<file path="config.mk">
export PLATFORM = sky130hd
export DESIGN_NAME = mcpe_cell
export DESIGN_NICKNAME = d
export VERILOG_FILES = /design/src/rtl/mcpe_pkg.sv /design/src/rtl/mcpe_ctx_store.sv /design/src/rtl/mcpe_opnd_sel.sv /design/src/rtl/mcpe_alu.sv /design/src/rtl/mcpe_shmask.sv /design/src/rtl/mcpe_cell.sv
export SDC_FILE = /design/constraint.sdc
export NUM_CORES = 1
export LEC_CHECK = 0
export ABC_AREA = 1
export ABC_CLOCK_PERIOD_IN_PS = 8060
export BUFFER_PORTS_ARGS = -buffer_cell sky130_fd_sc_hd__buf_2
export CORE_ASPECT_RATIO = 1.4
export CORE_MARGIN = 2
export CORE_UTILIZATION = 39
export CTS_CLUSTER_SIZE = 8
export DETAILED_ROUTE_END_ITERATION = 10
export PLACE_DENSITY = 0.58
export SLEW_MARGIN = 20
export SYNTH_ARGS = -nofsm -noshare
export SYNTH_HDL_FRONTEND = slang
export SYNTH_HIERARCHICAL = 1
export SYNTH_SLANG_ARGS = --single-unit
</file>
<file path="constraint.sdc">
create_clock -name clk -period 8.06 [get_ports clk]
set_input_delay 0.403 -clock clk [delete_from_list [all_inputs] [get_ports clk]]
set_output_delay 0.403 -clock clk [all_outputs]
set_load 0.02 [all_outputs]
</file>
<file path="src/rtl/mcpe_pkg.sv">
package mcpe_pkg;

  localparam int OP_W  = 3;
  localparam int SRC_W = 2;

  typedef enum logic [OP_W-1:0] {
    OP_ADD  = 3'd0,
    OP_SUB  = 3'd1,
    OP_AND  = 3'd2,
    OP_OR   = 3'd3,
    OP_XOR  = 3'd4,
    OP_PASS = 3'd5,
    OP_RSV6 = 3'd6,
    OP_RSV7 = 3'd7
  } alu_op_e;

  typedef enum logic [SRC_W-1:0] {
    SRC_A    = 2'd0,
    SRC_B    = 2'd1,
    SRC_FB   = 2'd2,
    SRC_ZERO = 2'd3
  } src_e;

endpackage

</file>
<file path="src/rtl/mcpe_ctx_store.sv">
module mcpe_ctx_store #(
  parameter int N_CTX = 16,
  parameter int CFG_W = 20,
  parameter logic [CFG_W-1:0] RST_WORD = '0,
  localparam int IDX_W = $clog2(N_CTX)
) (
  input  logic             clk,
  input  logic             rst,
  input  logic             we,
  input  logic [IDX_W-1:0] wr_idx,
  input  logic [CFG_W-1:0] wr_word,
  input  logic [IDX_W-1:0] rd_idx,
  output logic [CFG_W-1:0] rd_word
);

  logic [CFG_W-1:0] slots [N_CTX];

  // Slots are cleared on reset, so this is a register file rather than a RAM.
  always_ff @(posedge clk) begin
    if (rst) begin
      for (int i = 0; i < N_CTX; i++) slots[i] <= RST_WORD;
    end else if (we) begin
      slots[wr_idx] <= wr_word;
    end
  end

  // The read is asynchronous, so a newly selected slot acts in the same cycle.
  assign rd_word = slots[rd_idx];

  // a word written at one edge is the word read back from that slot after the edge.
  assert_slot_write_R8: assert property (@(posedge clk) disable iff (rst)
    ($past(we) && !$past(rst) && rd_idx == $past(wr_idx)) |-> rd_word == $past(wr_word));

endmodule

</file>
<file path="src/rtl/mcpe_opnd_sel.sv">
module mcpe_opnd_sel
  import mcpe_pkg::*;
#(
  parameter int DATA_W = 8
) (
  input  src_e              sel,
  input  logic [DATA_W-1:0] din_a,
  input  logic [DATA_W-1:0] din_b,
  input  logic [DATA_W-1:0] fb,
  output logic [DATA_W-1:0] opnd
);

  always_comb begin
    unique case (sel)
      SRC_A:   opnd = din_a;
      SRC_B:   opnd = din_b;
      SRC_FB:  opnd = fb;
      default: opnd = '0;
    endcase
    // the zero source must never leak data
    if (sel == SRC_ZERO) begin
      assert_zero_src_R4: assert (opnd == '0);
    end
  end

endmodule

</file>
<file path="src/rtl/mcpe_alu.sv">
module mcpe_alu
  import mcpe_pkg::*;
#(
  parameter int DATA_W = 8
) (
  input  alu_op_e           op,
  input  logic [DATA_W-1:0] a,
  input  logic [DATA_W-1:0] b,
  output logic [DATA_W-1:0] y
);

  always_comb begin
    case (op)
      OP_ADD:  y = a + b;
      OP_SUB:  y = a - b;
      OP_AND:  y = a & b;
      OP_OR:   y = a | b;
      OP_XOR:  y = a ^ b;
      default: y = a;
    endcase
    // a difference plus the subtrahend gives back the minuend
    if (op == OP_SUB) begin
      assert_sub_inverse_R3: assert (DATA_W'(y + b) == a);
    end
  end

endmodule

</file>
<file path="src/rtl/mcpe_shmask.sv">
module mcpe_shmask #(
  parameter int DATA_W = 8,
  localparam int SH_W = $clog2(DATA_W)
) (
  input  logic [DATA_W-1:0] din,
  input  logic [SH_W-1:0]   amt,
  input  logic              shr,
  input  logic [DATA_W-1:0] mask,
  output logic [DATA_W-1:0] y
);

  logic [DATA_W-1:0] shifted;

  always_comb begin
    shifted = shr ? (din >> amt) : (din << amt);
    y       = shifted & mask;
    // no bit survives outside the mask
    assert_masked_R5: assert ((y & ~mask) == '0);
  end

endmodule

</file>
<file path="src/rtl/mcpe_cell.sv">
module mcpe_cell
  import mcpe_pkg::*;
#(
  parameter int DATA_W = 8,
  parameter int N_CTX  = 16,
  localparam int SH_W  = $clog2(DATA_W),
  localparam int IDX_W = $clog2(N_CTX),
  localparam int CFG_W = 1 + DATA_W + 1 + SH_W + 2 * SRC_W + OP_W
) (
  input  logic              clk,
  input  logic              rst,
  input  logic [IDX_W-1:0]  ctx_sel,
  input  logic [DATA_W-1:0] din_a,
  input  logic [DATA_W-1:0] din_b,
  input  logic              cfg_we,
  input  logic [IDX_W-1:0]  cfg_slot,
  input  logic [CFG_W-1:0]  cfg_word,
  output logic [DATA_W-1:0] dout
);

  typedef struct packed {
    logic              reg_en;
    logic [DATA_W-1:0] mask;
    logic              shr;
    logic [SH_W-1:0]   amt;
    src_e              sel_b;
    src_e              sel_a;
    alu_op_e           op;
  } cfg_t;

  localparam logic [CFG_W-1:0] RST_WORD =
    {1'b0, {DATA_W{1'b1}}, 1'b0, {SH_W{1'b0}}, SRC_B, SRC_A, OP_PASS};

  logic [CFG_W-1:0]  act_word;
  cfg_t              act;
  logic [DATA_W-1:0] dout_q;
  logic [DATA_W-1:0] opnd [2];
  src_e              sel_v [2];
  logic [DATA_W-1:0] alu_y;
  logic [DATA_W-1:0] shm_y;

  mcpe_ctx_store #(
    .N_CTX    (N_CTX),
    .CFG_W    (CFG_W),
    .RST_WORD (RST_WORD)
  ) u_store (
    .clk     (clk),
    .rst     (rst),
    .we      (cfg_we),
    .wr_idx  (cfg_slot),
    .wr_word (cfg_word),
    .rd_idx  (ctx_sel),
    .rd_word (act_word)
  );

  assign act      = cfg_t'(act_word);
  assign sel_v[0] = act.sel_a;
  assign sel_v[1] = act.sel_b;

  for (genvar k = 0; k < 2; k++) begin : g_opnd
    mcpe_opnd_sel #(.DATA_W(DATA_W)) u_sel (
      .sel   (sel_v[k]),
      .din_a (din_a),
      .din_b (din_b),
      .fb    (dout_q),
      .opnd  (opnd[k])
    );
  end

  mcpe_alu #(.DATA_W(DATA_W)) u_alu (
    .op (act.op),
    .a  (opnd[0]),
    .b  (opnd[1]),
    .y  (alu_y)
  );

  mcpe_shmask #(.DATA_W(DATA_W)) u_shm (
    .din  (alu_y),
    .amt  (act.amt),
    .shr  (act.shr),
    .mask (act.mask),
    .y    (shm_y)
  );

  always_ff @(posedge clk) begin
    if (rst)             dout_q <= '0;
    else if (act.reg_en) dout_q <= shm_y;
  end

  assign dout = dout_q;

  // after a capturing cycle the output shows what the shift/mask stage produced
  assert_capture_R6: assert property (@(posedge clk) disable iff (rst)
    ($past(act.reg_en) && !$past(rst)) |-> dout == $past(shm_y));

  // a non-capturing cycle leaves the output untouched
  assert_hold_R6: assert property (@(posedge clk) disable iff (rst)
    (!$past(act.reg_en) && !$past(rst)) |-> $stable(dout));

endmodule

</file>
==> impl_metrics.py <==
metrics = {
    "run_status": {
        "status": "finished, final reports clean",
    },
    "yosys": {
        "synth_mux_area_share_pct": 0,
        "synth_warnings": 6,
        "synthXorXnorAreaFrac_pct": 0.3453,
        "synth_top_family_by_area": "simple AND/OR/NAND/NOR gates",
        "yosysSeqAreaShare_pct": 55.02,
        "synth_area_per_cell_sq_um": 8.263,
        "yosys_most_used_dff": "edfxtp_1",
        "netlist_instances": 2149,
        "synth_top_cell_by_area": "edfxtp_1",
        "yosys.area_share.adder_pct": 1.804,
        "synthesis.nets": 2221,
        "synth_cell_type_count": 37,
        "syn-cell-area_sq_um": 17760,
        "synth_compound_area_share_pct": 0.9653,
        "synth-async-reset-ratio_pct": 0,
        "synth-simple-area-share_pct": 30.52,
        "synth-seq-cells": 328,
        "synth_top_cell_area_share_pct": 54.11,
        "synth_edf_count": 320,
        "synthTopCellsByArea": "edfxtp_1 (54%), nand2_1 (15%), nand3_1 (9.4%)",
    },
    "timing": {
        "setup-tns-final_ns": 0,
        "min_period_ns": 4.939,
        "tightestPinTransition_ns": 1.080,
        "fin_crit_sh_pct": 61.27,
        "rsz0062_at_grt": "no",
        "whs_ns": 0.3726,
        "fin_skew_ns": 0.03274,
        "layout_setup_ws_ns": 3.121,
        "setup_viol": 0,
        "hold_viol_final": 0,
        "relSlewSlack_pct": 27.80,
        "fmax_mhz": 202.5,
        "slew_viol_final": 0,
    },
    "cts": {
        "cts_resized": 0,
        "clk_path_buf_depth": 3,
        "cts.sinks": 328,
        "cts_made_buffers": 46,
        "clock_latency_ns": 0.55,
        "cts_tree": "built",
        "post_cts_buffers": 0,
        "htree_levels": 2,
        "root_buffer": "clkbuf_16",
        "cts_hold_buf": 0,
        "path_clk_slew_ns": 0.05,
    },
    "power_and_ir_drop": {
        "p_sw_mw": 1.240,
        "pwr_density_cell_nw_per_um2": 228.5,
        "pwr-share-clk_pct": 37.9,
        "swShare_pct": 27.92,
        "internal_power_mw": 3.201,
        "combPwrFrac_pct": 16.8,
        "pwr-share-seq_pct": 45.2,
        "ir_drop_v": 0.0001278,
        "p_leak_nw": 8.763,
    },
    "critical_path": {
        "startpoint": "ctx_sel[0]",
        "r2r_end": "dout[7]$_SDFFE_PP0P_",
        "cp-endpoint": "dout[7]$_SDFFE_PP0P_",
        "crit_type": "primary input to flip-flop",
        "cp_num_buf_inv": 8,
        "rrSetupSlack_ns": 3.68,
        "path_delay_family": "simple AND/OR/NAND/NOR gates",
        "crit_fanout": 72,
        "cp_common_cell": "nand2_1",
        "slowest_stage": "inv_4",
        "reg2reg_from": "u_store/slots[8][5]$_SDFFCE_PN1P_",
        "worstPathArrival_ns": 5.42,
        "end_kind": "flip-flop",
        "cp.required_ns": 8.55,
        "rr_worst_depth": 32,
        "max_stage_delay_ns": 0.61,
        "worst_setup_path_start_kind": "primary input",
        "worst-path-stages": 35,
    },
    "global_route": {
        "grt_usage_pct": 22.33,
        "antenna_found_initial": 0,
        "gr-total-overflow": 0,
        "grt_pass1_wl_mm": 79.68,
        "grt_max_degree": 161,
        "grt_pass1_vias": 13750,
    },
    "run": {
        "timing.max_cap.violations": 0,
    },
    "layout": {
        "drive_gt1_share_pct": 7.885,
        "area_growth_pct": 9.470,
        "diodes": 0,
        "design_area_sq_um": 19440,
        "nets": 2219,
        "fill_cells": 4496,
        "fin_cells": 2767,
        "register_area_sq_um": 9769,
        "multi_input_area_sq_um": 5977,
    },
    "drt": {
        "wl_mm": 52.33,
        "via_per_inst": 5.071,
        "antenna_left": 0,
        "via_count": 14030,
        "drc_errors": 0,
        "firstDrtPassIters": 5,
        "drt-wirelength-per-cell_um": 18.91,
        "drt_iter0_drc": 929,
    },
    "place": {
        "place_area_sq_um": 18230,
        "port_buffers": 54,
        "dp_slack_ns": 2.616,
        "gp_congestion": 0.9214,
        "dpl.cell_count": 2710,
        "dp_hpwl_mm": 34.75,
    },
    "floorplanning": {
        "num_rows": 92,
        "io_pins": 55,
        "fp.dieH_um": 256.5,
        "fp.dieW_um": 184.3,
        "coreArea_sq_um": 45010,
        "dieArea_sq_um": 47280,
        "initial_utilization_pct": 39.45,
    },
    "min_path": {
        "hp-class": "primary input to flip-flop",
    },
}
-- area by class of cell --
cell class              count  share of cell area (%)
multi-input cells        1351                   30.75
inverters                 351                   6.816
flip-flops and latches    328                   50.26
clock buffers              56                   6.115
well taps                 611                   3.933
repair buffers             69                   2.047
clock inverters             1                 0.08368
-- worst reg2reg max path: cells and delay by family, from the launching register on --
kind,cells,cell delay [ns]
AOI/OAI and AO/OA,4,0.77
xor gates and xnor gates,1,0.18
adders and majority gates,2,0.45
buffers and inverters,6,0.48
DFF,1,0.33
and+or+nand+nor,19,2.13
-- power by group through the flow --
stage | clock (mW) | combinational, mW | sequential (mW)
after global placement | 0 | 0.743 | 2.04
after global routing | 1.78 | 0.833 | 2.02
final | 1.68 | 0.748 | 2.01
after floorplan | 0 | 0.533 | 2.03
after CTS | 1.71 | 0.748 | 2.01
after detailed placement | 0 | 0.745 | 2.04
-- state kept, by name, summed over array words and instances, names as in the netlist --
name,cells
dout,8
u_store/slots,320
-- Yosys cell counts, types with 4 or more instances --
library cell / number
xor2_1: 5
ha_1: 24
clkbuf_1: 39
nor2_1: 181
buf_6: 18
nand3_1: 334
nor2_4: 4
nor2_2: 12
nand2_1: 731
nand3_2: 4
nand2_2: 8
buf_1: 7
inv_2: 18
buf_2: 39
edfxtp_1: 320
buf_4: 16
inv_1: 330
nand4_1: 9
a21oi_1: 8
o21ai_0: 12
dfxtp_1: 8
-- cells by family (layout without fill, tap and decap cells) --
family                     count (synthesis)  after routing
adders and majority gates                 25             25
xor gates and xnor gates                   7              7
AOI/OAI and AO/OA                         29             29
and+or+nand+nor                         1290           1290
buffers and inverters                    470            477
DFF                                      328            328
-- per-layer routing --
layer	GRT usage [%]	vias up	wire length, um
li1	-	6740	-
met2	40.59	464	27130
met3	2.798	137	2743
met5	0	-	0
met4	10.82	0	2610
met1	25.62	6690	19850
-- placed cells by master, fill, tap and decap left out, types with 4 or more instances in the layout --
cell type / synthesis / routed
a21oi_1: 8 / 8
buf_2: 39 / 53
buf_4: 16 / 15
clkbuf_1: 39 / 10
clkbuf_16: 0 / 46
dfxtp_1: 8 / 8
edfxtp_1: 320 / 320
ha_1: 24 / 24
inv_1: 330 / 330
inv_2: 18 / 18
nand2_1: 731 / 729
nand2_2: 8 / 10
nand3_1: 334 / 334
nand3_2: 4 / 4
nand4_1: 9 / 9
nor2_1: 181 / 181
nor2_2: 12 / 12
nor2_4: 4 / 4
o21ai_0: 12 / 12
xor2_1: 5 / 5
-- how the worst min path moves through the flow --
stage | startpoint | endpoint | depth (start not counted)
4_1_cts | rst | dout[1]$_SDFFE_PP0P_ | 4
6_report | rst | dout[3]$_SDFFE_PP0P_ | 4
2_1_floorplan | dout[4]$_SDFFE_PP0P_ | dout[4]$_SDFFE_PP0P_ | 2
3_3_place_gp | dout[2]$_SDFFE_PP0P_ | dout[2]$_SDFFE_PP0P_ | 2
3_5_place_dp | dout[2]$_SDFFE_PP0P_ | dout[2]$_SDFFE_PP0P_ | 2
5_1_grt | rst | dout[2]$_SDFFE_PP0P_ | 4
-- stage by stage --
step | utilization [%] | total power [mW]
2_1_floorplan | - | 2.566
3_3_place_gp | 40.50 | 2.781
5_1_grt | 43.19 | 4.628
6_report | 43.19 | 4.441
3_5_place_dp | 40.50 | 2.786
4_1_cts | 43.18 | 4.468
Power figures use the tool's default switching activity.
